--- src/rtl/nr_pkg.sv ---
package nr_pkg;
  localparam int PIX_W = 8;
  localparam int K_W   = 3;

  typedef logic [PIX_W-1:0] pix_t;
  typedef logic [K_W-1:0]   k8_t;

  typedef struct packed {
    pix_t       lo;
    pix_t       hi;
    logic [1:0] max_code;
  } nr_set_t;

  // Parameter set per noise class: cleaner input gets tighter thresholds.
  function automatic nr_set_t class_set(input logic [1:0] cls);
    nr_set_t s;
    case (cls)
      2'd0:    begin s.lo = 8'd4;  s.hi = 8'd8;  s.max_code = 2'd1; end
      2'd1:    begin s.lo = 8'd8;  s.hi = 8'd16; s.max_code = 2'd2; end
      default: begin s.lo = 8'd12; s.hi = 8'd24; s.max_code = 2'd3; end
    endcase
    return s;
  endfunction

  // Strength code to coefficient in eighths.
  function automatic k8_t code_to_k8(input logic [1:0] code);
    case (code)
      2'd0:    return 3'd0;
      2'd1:    return 3'd4;
      2'd2:    return 3'd6;
      default: return 3'd7;
    endcase
  endfunction

  function automatic pix_t abs_diff(input pix_t a, input pix_t b);
    return (a > b) ? (a - b) : (b - a);
  endfunction

  // cur + round(k8/8 * (dly - cur)), rounding half up, saturated.
  function automatic pix_t blend(input pix_t cur, input pix_t dly, input k8_t k8);
    logic signed [13:0] d;
    logic signed [13:0] p;
    logic signed [13:0] s;
    d = $signed({6'b0, dly}) - $signed({6'b0, cur});
    p = d * $signed({11'b0, k8});
    p = (p + 14'sd4) >>> 3;
    s = $signed({6'b0, cur}) + p;
    if (s < 14'sd0)        return 8'd0;
    else if (s > 14'sd255) return 8'd255;
    else                   return s[7:0];
  endfunction
endpackage

--- src/rtl/nr_line_pos.sv ---
module nr_line_pos #(
  parameter int LINE_PX = 720
) (
  input  logic clk,
  input  logic rst_n,
  input  logic in_valid,
  input  logic sol,
  output logic left_half
);
  localparam int CW   = $clog2(LINE_PX + 1);
  localparam int HALF = LINE_PX / 2;

  logic [CW-1:0] cnt_q;
  logic [CW-1:0] pos;

  always_comb begin
    pos       = sol ? '0 : cnt_q;
    left_half = (pos < CW'(HALF));
  end

  always_ff @(posedge clk) begin
    if (!rst_n)
      cnt_q <= '0;
    else if (in_valid && (pos != CW'(LINE_PX)))
      cnt_q <= pos + 1'b1;
    else if (in_valid)
      cnt_q <= pos;
  end
endmodule

--- src/rtl/nr_coef_sel.sv ---
module nr_coef_sel
  import nr_pkg::*;
(
  input  pix_t       cur,
  input  pix_t       dly,
  input  logic [1:0] cls,
  input  logic [1:0] strength,
  input  logic       force_bypass,
  output k8_t        k8,
  output logic       motion_hi,
  output logic       motion_mid
);
  nr_set_t    set;
  logic [1:0] code;
  k8_t        base;
  pix_t       diff;

  always_comb begin
    set        = class_set(cls);
    code       = (strength > set.max_code) ? set.max_code : strength;
    base       = code_to_k8(code);
    diff       = abs_diff(cur, dly);
    motion_hi  = diff > set.hi;
    motion_mid = !motion_hi && (diff > set.lo);
    if (force_bypass || motion_hi) k8 = '0;
    else if (motion_mid)           k8 = base >> 1;
    else                           k8 = base;
  end
endmodule

--- src/rtl/nr_blend_reg.sv ---
module nr_blend_reg
  import nr_pkg::*;
(
  input  logic clk,
  input  logic rst_n,
  input  logic en,
  input  pix_t cur,
  input  pix_t dly,
  input  k8_t  k8,
  output pix_t out
);
  always_ff @(posedge clk) begin
    if (!rst_n)  out <= '0;
    else if (en) out <= blend(cur, dly, k8);
  end
endmodule

--- src/rtl/mnr_filter.sv ---
module mnr_filter
  import nr_pkg::*;
#(
  parameter int LINE_PX = 720
) (
  input  logic       clk,
  input  logic       rst_n,
  input  logic       in_valid,
  input  logic       sol,
  input  logic       frame_sel,
  input  logic       split_en,
  input  logic [1:0] noise_cls,
  input  logic [1:0] str_y,
  input  logic [1:0] str_c,
  input  logic [7:0] cur_y,
  input  logic [7:0] cur_c,
  input  logic [7:0] fld_y,
  input  logic [7:0] fld_c,
  input  logic [7:0] frm_y,
  input  logic [7:0] frm_c,
  output logic       out_valid,
  output logic [7:0] out_y,
  output logic [7:0] out_c
);
  localparam int NCOMP = 2;

  // Named internal events, also used by the checker.
  logic left_half;
  logic split_bypass;
  pix_t dly_y_sel, dly_c_sel;
  k8_t  k8_y, k8_c;
  logic mot_hi_y, mot_hi_c;

  pix_t       cur_a  [NCOMP];
  pix_t       dly_a  [NCOMP];
  logic [1:0] str_a  [NCOMP];
  k8_t        k8_a   [NCOMP];
  logic       hi_a   [NCOMP];
  logic       mid_a  [NCOMP];
  pix_t       out_a  [NCOMP];

  nr_line_pos #(.LINE_PX(LINE_PX)) u_pos (
    .clk       (clk),
    .rst_n     (rst_n),
    .in_valid  (in_valid),
    .sol       (sol),
    .left_half (left_half)
  );

  always_comb begin
    dly_y_sel    = frame_sel ? frm_y : fld_y;
    dly_c_sel    = frame_sel ? frm_c : fld_c;
    split_bypass = split_en && left_half;
    cur_a[0] = cur_y;     cur_a[1] = cur_c;
    dly_a[0] = dly_y_sel; dly_a[1] = dly_c_sel;
    str_a[0] = str_y;     str_a[1] = str_c;
  end

  for (genvar i = 0; i < NCOMP; i++) begin : g_comp
    nr_coef_sel u_sel (
      .cur          (cur_a[i]),
      .dly          (dly_a[i]),
      .cls          (noise_cls),
      .strength     (str_a[i]),
      .force_bypass (split_bypass),
      .k8           (k8_a[i]),
      .motion_hi    (hi_a[i]),
      .motion_mid   (mid_a[i])
    );
    nr_blend_reg u_blend (
      .clk   (clk),
      .rst_n (rst_n),
      .en    (in_valid),
      .cur   (cur_a[i]),
      .dly   (dly_a[i]),
      .k8    (k8_a[i]),
      .out   (out_a[i])
    );
  end

  always_comb begin
    k8_y     = k8_a[0];
    k8_c     = k8_a[1];
    mot_hi_y = hi_a[0];
    mot_hi_c = hi_a[1];
    out_y    = out_a[0];
    out_c    = out_a[1];
  end

  always_ff @(posedge clk) begin
    if (!rst_n) out_valid <= 1'b0;
    else        out_valid <= in_valid;
  end
endmodule

--- config.mk ---
export PLATFORM = sky130hd
export DESIGN_NAME = mnr_filter
export DESIGN_NICKNAME = d
export VERILOG_FILES = /design/src/rtl/nr_pkg.sv /design/src/rtl/nr_line_pos.sv /design/src/rtl/nr_coef_sel.sv /design/src/rtl/nr_blend_reg.sv /design/src/rtl/mnr_filter.sv
export SDC_FILE = /design/constraint.sdc
export NUM_CORES = 1
export LEC_CHECK = 0
export ABC_AREA = 1
export BUFFER_PORTS_ARGS = -buffer_cell sky130_fd_sc_hd__buf_2
export CAP_MARGIN = 0
export CORE_MARGIN = 2
export CORE_UTILIZATION = 40
export DETAILED_ROUTE_END_ITERATION = 6
export GPL_TIMING_DRIVEN = 0
export SYNTH_ARGS = -nofsm -noshare
export SYNTH_HDL_FRONTEND = slang
export SYNTH_SLANG_ARGS = --single-unit
--- constraint.sdc ---
create_clock -name clk -period 8.85 [get_ports clk]
set_input_delay 0.885 -clock clk [delete_from_list [all_inputs] [get_ports clk]]
set_output_delay 0.885 -clock clk [all_outputs]
set_load 0.03 [all_outputs]
# == Word-level counts from Yosys, hierarchy flattened ==
# Cells that the tools add are included.
# W data, S select, Z words.
# totals
ff_bits,27
latch_bits,0
mem_bits_rw,0
mem_bits_ro,0
in_bits,60
output_inout_bits,17
wordCells,68
memories,0
# classes
n_addsub,11
n_mul,2
div,0
order_cmp,13
n_eq_ne,6
shift,0
n_mux,20
bitwise_logic,0
reduce_logical,12
# op_table
operator,n
$mux W8,8
$gt A8 B8 Y1,5
$sub A8 B8 Y8,4
$mux W10,3
$add A14 B4 Y14 const B,2
$gt A14 B9 Y1 const B,2
$lt A14 B1 Y1 const B,2
$mul A14 B4 Y14,2
$pmux W14 S2,1
$add A9 B11 Y12,2
$pmux W3 S3,2
$sub A8 B8 Y9,2
$mux W3,4
$add A10 B1 Y10 const B,1
$lt A10 B9 Y1 const B,1
$ne A10 B10 Y1 const B,1
$gt A8 B4 Y1,1
$eq A2 B1 Y1 const B,3
$logic_not A2 Y1,3
$eq A2 B2 Y1 const B,2
$gt A2 B2 Y1,2
$logic_and A1 B1 Y1,4
$mux W2,2
$logic_not A1 Y1,2
other kinds (2),3

# == Logic depth before layout (Yosys ltp) ==
# Gate-level depths: netlist (run 1).
# depth
word_depth,14
mapped_depth,51
depth_no_buf,51

# == Cells and area by module ==
# Synthesis (run 1) repeated with hierarchy kept, for this count alone.
# unflattened
hier_cells,1250
area_unflattened_um2,7719.9
# modules_own_cells
module,n_inst,cells_each,area_per_inst_um2,seq_area_each_um2
nr_coef_sel,2,225,1206.2,0.0
nr_blend_reg at g_comp[0].u_blend,1,332,2234.6,160.2
nr_blend_reg at g_comp[1].u_blend,1,312,2149.6,160.2
nr_line_pos,1,99,644.4,200.2
mnr_filter,1,57,279.0,20.0

# == Least setup slack after synthesis (run 1) ==
# Ideal clock, no wire load.
# synth_timing
kind,input-to-reg
start,in frame_sel
end,reg g_comp[1].u_blend.out[0]
setup_ns,0.070
t_arrival_ns,7.169
required_ns,8.780
setup_slack_ns,1.610
cell_stages,40
path_buffers,1
cell_sequence,clkbuf_1 > nand2_1 > o21ai_0 > inv_1 > ha_1 > fa_1 > o21ai_2 > nand2_2 > nand2_4 > nand2_4 > o21ai_0 > inv_1 > ha_1 > nand2_1 > nor2_2 > nand2_1 > nand2_2 > nand3_4 > [... 4 more ...] > fa_1 > ha_1 > ha_1 > fa_1 > nand3_1 > nand3_1 > xor2_1 > ha_1 > nand2_1 > nor2_1 > nand2_1 > nand2_1 > nand2_1 > nand2_1 > nand4_1 > a21oi_1 > o21ai_0 > a21oi_1
# synth_between
elab_chain_len,14
elab_cells_between_ends,20
classes_between,add/sub (5); mul (1); order compare (5); mux (6); reduce/logical (3)
# synth_lines
item,line,rtl
"start, declared",mnr_filter.sv:10,"input logic frame_sel,"
$mux W8 (*),mnr_filter.sv:52,dly_c_sel = frame_sel ? frm_c : fld_c;
$sub A8 B8 Y8 or $gt A8 B8 Y1 (tied branches),nr_pkg.sv:36,return (a > b) ? (a - b) : (b - a);
$mux W8,nr_pkg.sv:36,
$gt A8 B8 Y1,nr_coef_sel.sv:23,motion_hi = diff > set.hi;
$logic_not A1 Y1,nr_coef_sel.sv:24,motion_mid = !motion_hi && (diff > set.lo);
$logic_and A1 B1 Y1,nr_coef_sel.sv:24,
$mux W3,nr_coef_sel.sv:26,else if (motion_mid) k8 = base >> 1;
$mux W3,nr_coef_sel.sv:25,if (force_bypass || motion_hi) k8 = '0;
$mul A14 B4 Y14 (*),nr_pkg.sv:45,"p = d * $signed({11'b0, k8});"
$add A14 B4 Y14 (*),nr_pkg.sv:46,p = (p + 14'sd4) >>> 3;
$add A9 B11 Y12 (*),nr_pkg.sv:47,"s = $signed({6'b0, cur}) + p;"
$gt A14 B9 Y1,nr_pkg.sv:49,else if (s > 14'sd255) return 8'd255;
$mux W8,nr_pkg.sv:49,
$mux W8 (*),nr_pkg.sv:48,if (s < 14'sd0) return 8'd0;
"end signal, assigned",nr_blend_reg.sv:14,"else if (en) out <= blend(cur, dly, k8);"
"end, declared",nr_blend_reg.sv:10,output pix_t out
# Mark *: on every way between the ends. The rest lies on a longest branch, timed or not.
# A chain may end at the register's enable or synchronous reset.

# == Worst setup path after layout (run 1) ==
# layout_timing
start,in frame_sel
end,reg g_comp[0].u_blend.out[7]
# layout_between
elab_chain_len,14
elab_cells_between_ends,20
classes_between,add/sub (5); mul (1); order compare (5); mux (6); reduce/logical (3)
# layout_lines
item,line,rtl
$mux W8 (*),mnr_filter.sv:51,dly_y_sel = frame_sel ? frm_y : fld_y;
$sub A8 B8 Y8 or $gt A8 B8 Y1 (tied branches),nr_pkg.sv:36,
$mux W8,nr_pkg.sv:36,
$gt A8 B8 Y1,nr_coef_sel.sv:23,
$logic_not A1 Y1,nr_coef_sel.sv:24,
$logic_and A1 B1 Y1,nr_coef_sel.sv:24,
$mux W3,nr_coef_sel.sv:26,
$mux W3,nr_coef_sel.sv:25,
$mul A14 B4 Y14 (*),nr_pkg.sv:45,
$add A14 B4 Y14 (*),nr_pkg.sv:46,
$add A9 B11 Y12 (*),nr_pkg.sv:47,
$gt A14 B9 Y1,nr_pkg.sv:49,
$mux W8,nr_pkg.sv:49,
$mux W8 (*),nr_pkg.sv:48,
"end signal, assigned",nr_blend_reg.sv:14,
"end, declared",nr_blend_reg.sv:10,
# Marks and branches as above.

==> impl_results.rst, run 1 <==
.. list-table::
   :header-rows: 1

   * - Metric
     - Value
   * - Number of remaining DRC errors
     - 0
   * - Final cell count without fillers
     - 1321
   * - Post-Syn Nets
     - between 1k and 1.5k
   * - Most used flip-flop cell after synthesis
     - sky130_fd_sc_hd__dfxtp_1
   * - Yosys synthesis warning count
     - 0
   * - Clock tree from TritonCTS
     - yes
   * - Number of H-tree levels
     - 1
   * - Post-cts resize count
     - 0
   * - Final hold vios
     - 0
   * - Deepest clock path buffer count
     - 2
   * - Vias in the first global route
     - approximately 6.0k
   * - Worst setup slack for register-to-register paths
     - 3.05 ns
   * - Average size of a mapped cell
     - about 6.5 um^2
   * - Leakage power of the design
     - approximately 4.4 nW
   * - Crit path time final
     - 8.06 ns
   * - Post-Synthesis Cell Area
     - 6630 um^2
   * - Result of the run
     - complete, no violations
   * - Die area
     - approximately 18000 um^2
   * - WS Path Type
     - in -> reg
   * - Fraction of layout cells with a size suffix above 1
     - between 10% and 20%
   * - Post-CTS Repair Setup Buffers
     - 0
   * - Number of detailed-routing iterations run before antenna repair
     - 4
   * - Total routing usage reported by global routing
     - a little under a fifth
   * - Count of pins over their slew limit
     - 0
   * - Detailed Route WL
     - approximately 16000 um
   * - Sum of negative setup slack
     - 0 ns
   * - Overall Power
     - 0.000654 W
   * - Post-Route Skew
     - roughly 0.0049 ns
   * - Final routed wire length divided by cell count
     - 12.3 um
   * - Number of routed nets with antenna violations
     - 0
   * - Worst Path Max Fanout
     - 10
   * - Insertion delay to the later sink of the worst-skew pair
     - 0.26 ns
   * - Synthesized instance count
     - 1022
   * - Crit path capture type
     - flip-flop
   * - Number of antenna violations at the first check in global routing
     - 0
   * - CTS root buffer
     - sky130_fd_sc_hd__clkbuf_16
   * - Cell variety after synth
     - 43
   * - Signal arrival time at the worst endpoint
     - roughly 8.3 ns
   * - Number of buffers added on ports
     - 75
   * - Cell area power density
     - ~89 nW/um^2
   * - WHS
     - ~0.47 ns
   * - Most instantiated cells after synthesis
     - sky130_fd_sc_hd__nand2_1, sky130_fd_sc_hd__inv_1, sky130_fd_sc_hd__ha_1, sky130_fd_sc_hd__nor2_1, sky130_fd_sc_hd__a21oi_1
   * - Flip-flop and latch count after synthesis
     - 27
   * - Fraction of post-synthesis cell area in the top cell type by area
     - between 20% and 30%
   * - Critical-path cell with the highest stage delay
     - sky130_fd_sc_hd__o21ai_0
   * - Total number of placement rows
     - 47
   * - Peak supply drop
     - approximately 0.064 mV
   * - Unrepaired setup endpoints after global routing
     - false
   * - Iteration-0 DRC count of the detailed router
     - 264
   * - Detailed Place HPWL
     - 14500 um
   * - Startpoint type of the worst setup path
     - input port
   * - Biggest area contributors in the synthesized netlist
     - sky130_fd_sc_hd__ha_1, sky130_fd_sc_hd__nand2_1, sky130_fd_sc_hd__inv_1
   * - Routed wire length on met2
     - 7100 um
   * - Cts-stage hold buffer count
     - 0
   * - Via count normalized by instance count
     - 4.87
   * - Instance count after placement with tap cells included
     - approximately 1.3k
   * - Post-synthesis cell type with the largest combined area
     - sky130_fd_sc_hd__ha_1
   * - Final weighted congestion in routability-driven placement
     - ~0.86
   * - Top Layer Used
     - met4
   * - Maximum single-stage delay on the critical path
     - roughly 0.5 ns
   * - Required time of the critical path
     - roughly 9.0 ns
   * - Maximum number of pins on one net before global-route repair
     - 16
   * - Number of setup violations in the final report
     - 0
   * - Area of the core
     - ~16000 um^2
   * - P&R area growth vs syn
     - 11.2%
   * - Wire length of the first global-routing pass
     - 27900 um
   * - Leading cell type by number of instances after synthesis
     - sky130_fd_sc_hd__nand2_1
   * - Total number of vias
     - roughly 6.4k
   * - Fmax achieved
     - ~120 MHz
   * - Max-cap check violation count
     - 0
   * - Clock transition at the registers of the reported paths
     - approximately 0.070 ns
   * - Met1 Wirelength
     - around 8600 um
   * - Number of flops mapped to enable cells by yosys
     - 0
   * - Initial core utilization
     - about two fifths
   * - Number of buffers added by the clock tree synthesis step
     - 3
   * - Transition time at the pin with the least slew margin
     - approximately 0.84 ns
   * - Sinks on the clock net
     - 27
   * - Proportion of synthesized chip area in sequential cells
     - 8.15%
   * - Diode insertion count for antenna repair
     - 0
   * - Height of the chip
     - between 100 and 150 um
   * - FFs w/ async S/R, synth
     - 0%
   * - Worst-case headroom to the max-slew limit
     - 43.9%
   * - Overflow after GRT
     - 0
   * - Horizontal extent of the die
     - about 130 um
   * - Io pins
     - between 70 and 80
   * - Met3 routed wirelength
     - around 550 um
   * - Fillers
     - 1770
   * - Tightest Hold Check Type
     - reg -> reg
   * - Most used cell, CP
     - sky130_fd_sc_hd__nand2_1
   * - Final net count
     - ~1.3k
   * - Share of the clock period used by the worst path
     - between 90 and 100%
[metal layers]
| layer | up-vias | track usage [%] |
|---|---|---|
| li1 | 3441 | - |
| met1 | 2866 | 28.1 |
| met2 | 122 | 31.2 |
| met3 | 7 | 0.575 |
| met4 | 0 | 1.73 |
| met5 | - | 0 |
[flip-flops by register name (all words and copies together), names as in the netlist]
register / count
g_comp.u_blend.out: 16
out_valid: 1
u_pos.cnt_q: 10
[logic make-up after synthesis]
family | synth area share (%)
adder cells (fa/ha/maj) | 32.1
XOR/XNOR | 5.00
flip-flops | 8.15
AO/OA/AOI/OAI | 12.5
buffers and inverters | 11.1
AND/OR/NAND/NOR | 31.1
[stage by stage]
step	worst slack, ns	area [um^2]	util, %
after floorplan	1.61	6630	-
after global placement	0.140	7280	44.4
after detailed placement	0.0913	7280	44.4
after CTS	0.352	7360	44.9
after global routing	0.0677	7380	45.0
final	0.788	7380	45.0
[placed cells by master, fill, tap and decap left out, drive strengths merged, types with 3 or more instances in the layout]
cell type	instances
nand4	16
xnor2	15
xor2	22
fa	24
o21bai	9
nor2	103
o2111ai	3
dfxtp	27
nor3	17
clkbuf	10
o21ai	43
ha	132
nand2	265
a21o	4
o21a	5
clkinv	3
nand3b	3
inv	177
buf	80
nand3	58
a31oi	4
a21oi	70
[layout make-up]
cell class	count	area (um^2)	area share, %
Buffer	12	67.6	0.916
Clock buffer	3	75.1	1.02
Clock inverter	1	5.00	0.0679
Inverter	179	672	9.11
Multi-Input combinational cell	804	5370	72.7
Sequential cell	27	541	7.33
Tap cell	220	275	3.73
Timing Repair Buffer	75	375	5.09
[worst paths after layout]
check / to / cells past startpoint / start
setup / recovery: g_comp[0].u_blend.out[7]$_SDFFE_PN0P_ / 40 / frame_sel
hold / removal: g_comp[1].u_blend.out[6]$_SDFFE_PN0P_ / 2 / g_comp[1].u_blend.out[6]$_SDFFE_PN0P_
setup reg to reg: g_comp[0].u_blend.out[7]$_SDFFE_PN0P_ / 29 / u_pos.cnt_q[8]$_SDFFE_PN0P_
hold reg to reg: g_comp[1].u_blend.out[6]$_SDFFE_PN0P_ / 2 / g_comp[1].u_blend.out[6]$_SDFFE_PN0P_
[report_power, final]
part | switching [W] | leakage [nW] | internal [W]
Combinational | 0.000268 | 4.10 | 0.000147
Clock | 0.0000415 | 0.0409 | 0.0000610
Sequential | 0.00000566 | 0.221 | 0.000132
Total | 0.000315 | 4.36 | 0.000340
[critical path, delay by kind of cell]
kind            cells  cell delay (ns)
simple gates       20             2.27
fa+ha+maj           8             2.89
compound gates      5             1.24
buf+inv             6             0.75
xor+xnor            1             0.18
Power figures use the tool's default switching activity.
==> run 2: changes to the inputs <==
--- a/config.mk
+++ b/config.mk
@@ -8,10 +8,12 @@
 export ABC_AREA = 1
 export BUFFER_PORTS_ARGS = -buffer_cell sky130_fd_sc_hd__buf_2
 export CAP_MARGIN = 0
+export CELL_PAD_IN_SITES_DETAIL_PLACEMENT = 1
+export CELL_PAD_IN_SITES_GLOBAL_PLACEMENT = 2
 export CORE_MARGIN = 2
-export CORE_UTILIZATION = 40
+export CORE_UTILIZATION = 33
 export DETAILED_ROUTE_END_ITERATION = 6
-export GPL_TIMING_DRIVEN = 0
+export PLACE_DENSITY_LB_ADDON = 0.1
 export SYNTH_ARGS = -nofsm -noshare
 export SYNTH_HDL_FRONTEND = slang
 export SYNTH_SLANG_ARGS = --single-unit
==> impl_results.rst, run 2 (same netlist as run 1, synthesis figures left out) <==
.. list-table::
   :header-rows: 1

   * - Metric
     - Value
   * - Number of detailed-routing iterations run before antenna repair
     - 4 (unchanged)
   * - Final hold vios
     - 0 (unchanged)
   * - Tightest Hold Check Type
     - reg -> reg (unchanged)
   * - Buffers and inverters on the worst path
     - 3 (was 6)
   * - Met3 Usage GRT
     - 0.658% (was 0.575%)
   * - Overflow after GRT
     - 0 (unchanged)
   * - Total routing usage reported by global routing
     - 18.3% (was 18.8%)
   * - Deepest clock path buffer count
     - 2 (unchanged)
   * - GR met2 Demand/Resource
     - 31.9% (was 31.2%)
   * - Clock tree from TritonCTS
     - yes (unchanged)
   * - Number of buffers added by the clock tree synthesis step
     - 3 (unchanged)
   * - Sinks on the clock net
     - 27 (unchanged)
   * - Initial core utilization
     - 33.9% (was 40.4%)
   * - Height of the chip
     - 146 um (was 133 um)
   * - Io pins
     - 77 (unchanged)
   * - Crit path time final
     - 8.02 ns (was 8.06 ns)
   * - Register bank with the most flops
     - g_comp.u_blend.out (unchanged)
   * - Reg2Reg Depth
     - 30 (was 29)
   * - Share of the clock period used by the worst path
     - 90.6% (was 91.1%)
   * - Number of setup violations in the final report
     - 0 (unchanged)
   * - Area of the core
     - 19600 um^2 (was 16400 um^2)
   * - Startpoint type of the worst setup path
     - input port (unchanged)
   * - P&R area growth vs syn
     - 11.6% (was 11.2%)
   * - Number of routed nets with antenna violations
     - 0 (unchanged)
   * - Worst Path Max Fanout
     - 32 (was 10)
   * - Post-placement setup slack
     - 0.214 ns (was 0.0913 ns)
   * - Number of buffers added on ports
     - 76 (was 75)
   * - Final cell count without fillers
     - 1359 (was 1321)
   * - Transition time at the pin with the least slew margin
     - 0.856 ns (was 0.841 ns)
   * - Signal arrival time at the worst endpoint
     - 8.20 ns (was 8.25 ns)
   * - Peak supply drop
     - 0.0651 mV (was 0.0639 mV)
   * - Number of remaining DRC errors
     - 0 (unchanged)
   * - Total number of placement rows
     - 51 (was 47)
   * - WS Path Type
     - in -> reg (unchanged)
   * - Flip-flop count of the largest register after layout
     - 16 (unchanged)
   * - Sum of negative setup slack
     - 0 ns (unchanged)
   * - Maximum single-stage delay on the critical path
     - 0.48 ns (was 0.50 ns)
   * - Met1 track utilization from global routing
     - 26.3% (was 28.1%)
   * - Number of H-tree levels
     - 1 (unchanged)
   * - Cell type group with the largest total delay on the critical path
     - adder cells (unchanged)
   * - Max-cap check violation count
     - 0 (unchanged)
   * - Vias in the first global route
     - 6665 (was 5959)
   * - Maximum number of pins on one net before global-route repair
     - 33 (was 16)
   * - Total number of vias
     - 6510 (was 6436)
   * - Horizontal extent of the die
     - 146 um (was 133 um)
   * - Number of antenna violations at the first check in global routing
     - 0 (unchanged)
   * - Via count normalized by instance count
     - 4.79 (was 4.87)
   * - Fmax achieved
     - 125 MHz (was 124 MHz)
   * - Fillers
     - 2624 (was 1770)
   * - Cell area power density
     - 90.8 nW/um^2 (was 88.7 nW/um^2)
   * - Iteration-0 DRC count of the detailed router
     - 166 (was 264)
   * - Final weighted congestion in routability-driven placement
     - 0.818 (was 0.856)
   * - Cell depth of the worst min-delay path
     - 2 (unchanged)
   * - Result of the run
     - complete, no violations (unchanged)
   * - Wire length of the first global-routing pass
     - 32800 um (was 27900 um)
   * - Critical-path cell with the highest stage delay
     - sky130_fd_sc_hd__fa_1 (was sky130_fd_sc_hd__o21ai_0)
   * - Critical Path Stages
     - 42 (was 40)
   * - Detailed Place HPWL
     - 17400 um (was 14500 um)
   * - Diode insertion count for antenna repair
     - 0 (unchanged)
   * - Required time of the critical path
     - 9.03 ns (was 9.04 ns)
   * - Highest-count cells in the layout ignoring fill and taps
     - sky130_fd_sc_hd__nand2_1, sky130_fd_sc_hd__inv_1, sky130_fd_sc_hd__ha_1 (unchanged)
   * - Final routed wire length divided by cell count
     - 14.3 um (was 12.3 um)
   * - Most used cell, CP
     - sky130_fd_sc_hd__nand2_1 (unchanged)
   * - Biggest regs
     - g_comp.u_blend.out x16, u_pos.cnt_q x10, out_valid x1 (unchanged)
   * - Worst-case headroom to the max-slew limit
     - 42.9% (was 43.9%)
   * - Leakage power of the design
     - 4.35 nW (was 4.36 nW)
   * - Layer with the highest usage
     - met2 (unchanged)
   * - Overall Power
     - 0.000672 W (was 0.000654 W)
   * - Unrepaired setup endpoints after global routing
     - false (unchanged)
   * - Worst-case setup margin in the final layout
     - 0.830 ns (was 0.788 ns)
   * - Insertion delay to the later sink of the worst-skew pair
     - 0.26 ns (about the same)
   * - Die area
     - 21200 um^2 (was 17600 um^2)
   * - Fraction of layout cells with a size suffix above 1
     - 12.4% (was 12.6%)
   * - Post-cts resize count
     - 0 (unchanged)
   * - Count of pins over their slew limit
     - 0 (unchanged)
   * - Crit path capture type
     - flip-flop (unchanged)
   * - Clock transition at the registers of the reported paths
     - 0.07 ns (about the same)
   * - Post-CTS Repair Setup Buffers
     - 0 (unchanged)
   * - Detailed Route WL
     - 19400 um (was 16300 um)
   * - CTS root buffer
     - sky130_fd_sc_hd__clkbuf_16 (unchanged)
   * - Cts-stage hold buffer count
     - 0 (unchanged)
   * - Post-Route Skew
     - 0.00320 ns (was 0.00492 ns)
   * - Leading cell type in the layout, fill and taps excluded
     - sky130_fd_sc_hd__nand2_1 (unchanged)
   * - Share of the core filled with cells in the final layout
     - 37.8% (was 45.0%)
   * - Instance count after placement with tap cells included
     - 1355 (was 1317)
   * - Final net count
     - 1311 (was 1318)
## run 2: tightest hold or removal path, cell delays in order (launching register included)
cell	delay [ns]
sky130_fd_sc_hd__dfxtp_1	0.31
sky130_fd_sc_hd__nand2_1	0.06
sky130_fd_sc_hd__a21oi_1	0.05
## run 2: area by class of cell
| cell class | count | area (um^2) | share of cell area, % |
|---|---|---|---|
| multi-input cells | 804 | 5370 | 72.5 |
| inverters | 179 | 672 | 9.07 |
| flip-flops and latches | 27 | 541 | 7.30 |
| repair buffers | 80 | 413 | 5.58 |
| well taps | 265 | 332 | 4.48 |
| clock buffers | 3 | 75.1 | 1.01 |
| clock inverters | 1 | 5.00 | 0.0676 |
## run 2: routing by layer
metal	vias up	wire [um]
li1	3423	-
met4	0	30
met1	3010	10000
met5	-	0
met3	5	423
met2	72	8900
## run 2: power breakdown
group / leakage (nW) / internal, W / switching, W
Clock: 0.0409 / 0.0000611 / 0.0000436
Combinational: 4.08 / 0.000147 / 0.000283
Sequential: 0.221 / 0.000132 / 0.00000555
Total: 4.35 / 0.000340 / 0.000333
## run 2: per-stage QoR
step | instance area, um^2 | hold slack (ns)
detailed placement | 7310 | 0.454
finish | 7400 | 0.463
global placement | 7310 | 0.452
CTS | 7390 | 0.465
global route | 7400 | 0.485
floorplan | 6630 | 0.495
## run 2: worst paths after layout
path / startpoint / end / slack [ns]
min: g_comp[1].u_blend.out[5]$_SDFFE_PN0P_ / g_comp[1].u_blend.out[5]$_SDFFE_PN0P_ / 0.46
max: frame_sel / g_comp[1].u_blend.out[7]$_SDFFE_PN0P_ / 0.83
max reg2reg: u_pos.cnt_q[8]$_SDFFE_PN0P_ / g_comp[1].u_blend.out[7]$_SDFFE_PN0P_ / 2.96
min reg2reg: g_comp[1].u_blend.out[5]$_SDFFE_PN0P_ / g_comp[1].u_blend.out[5]$_SDFFE_PN0P_ / 0.46
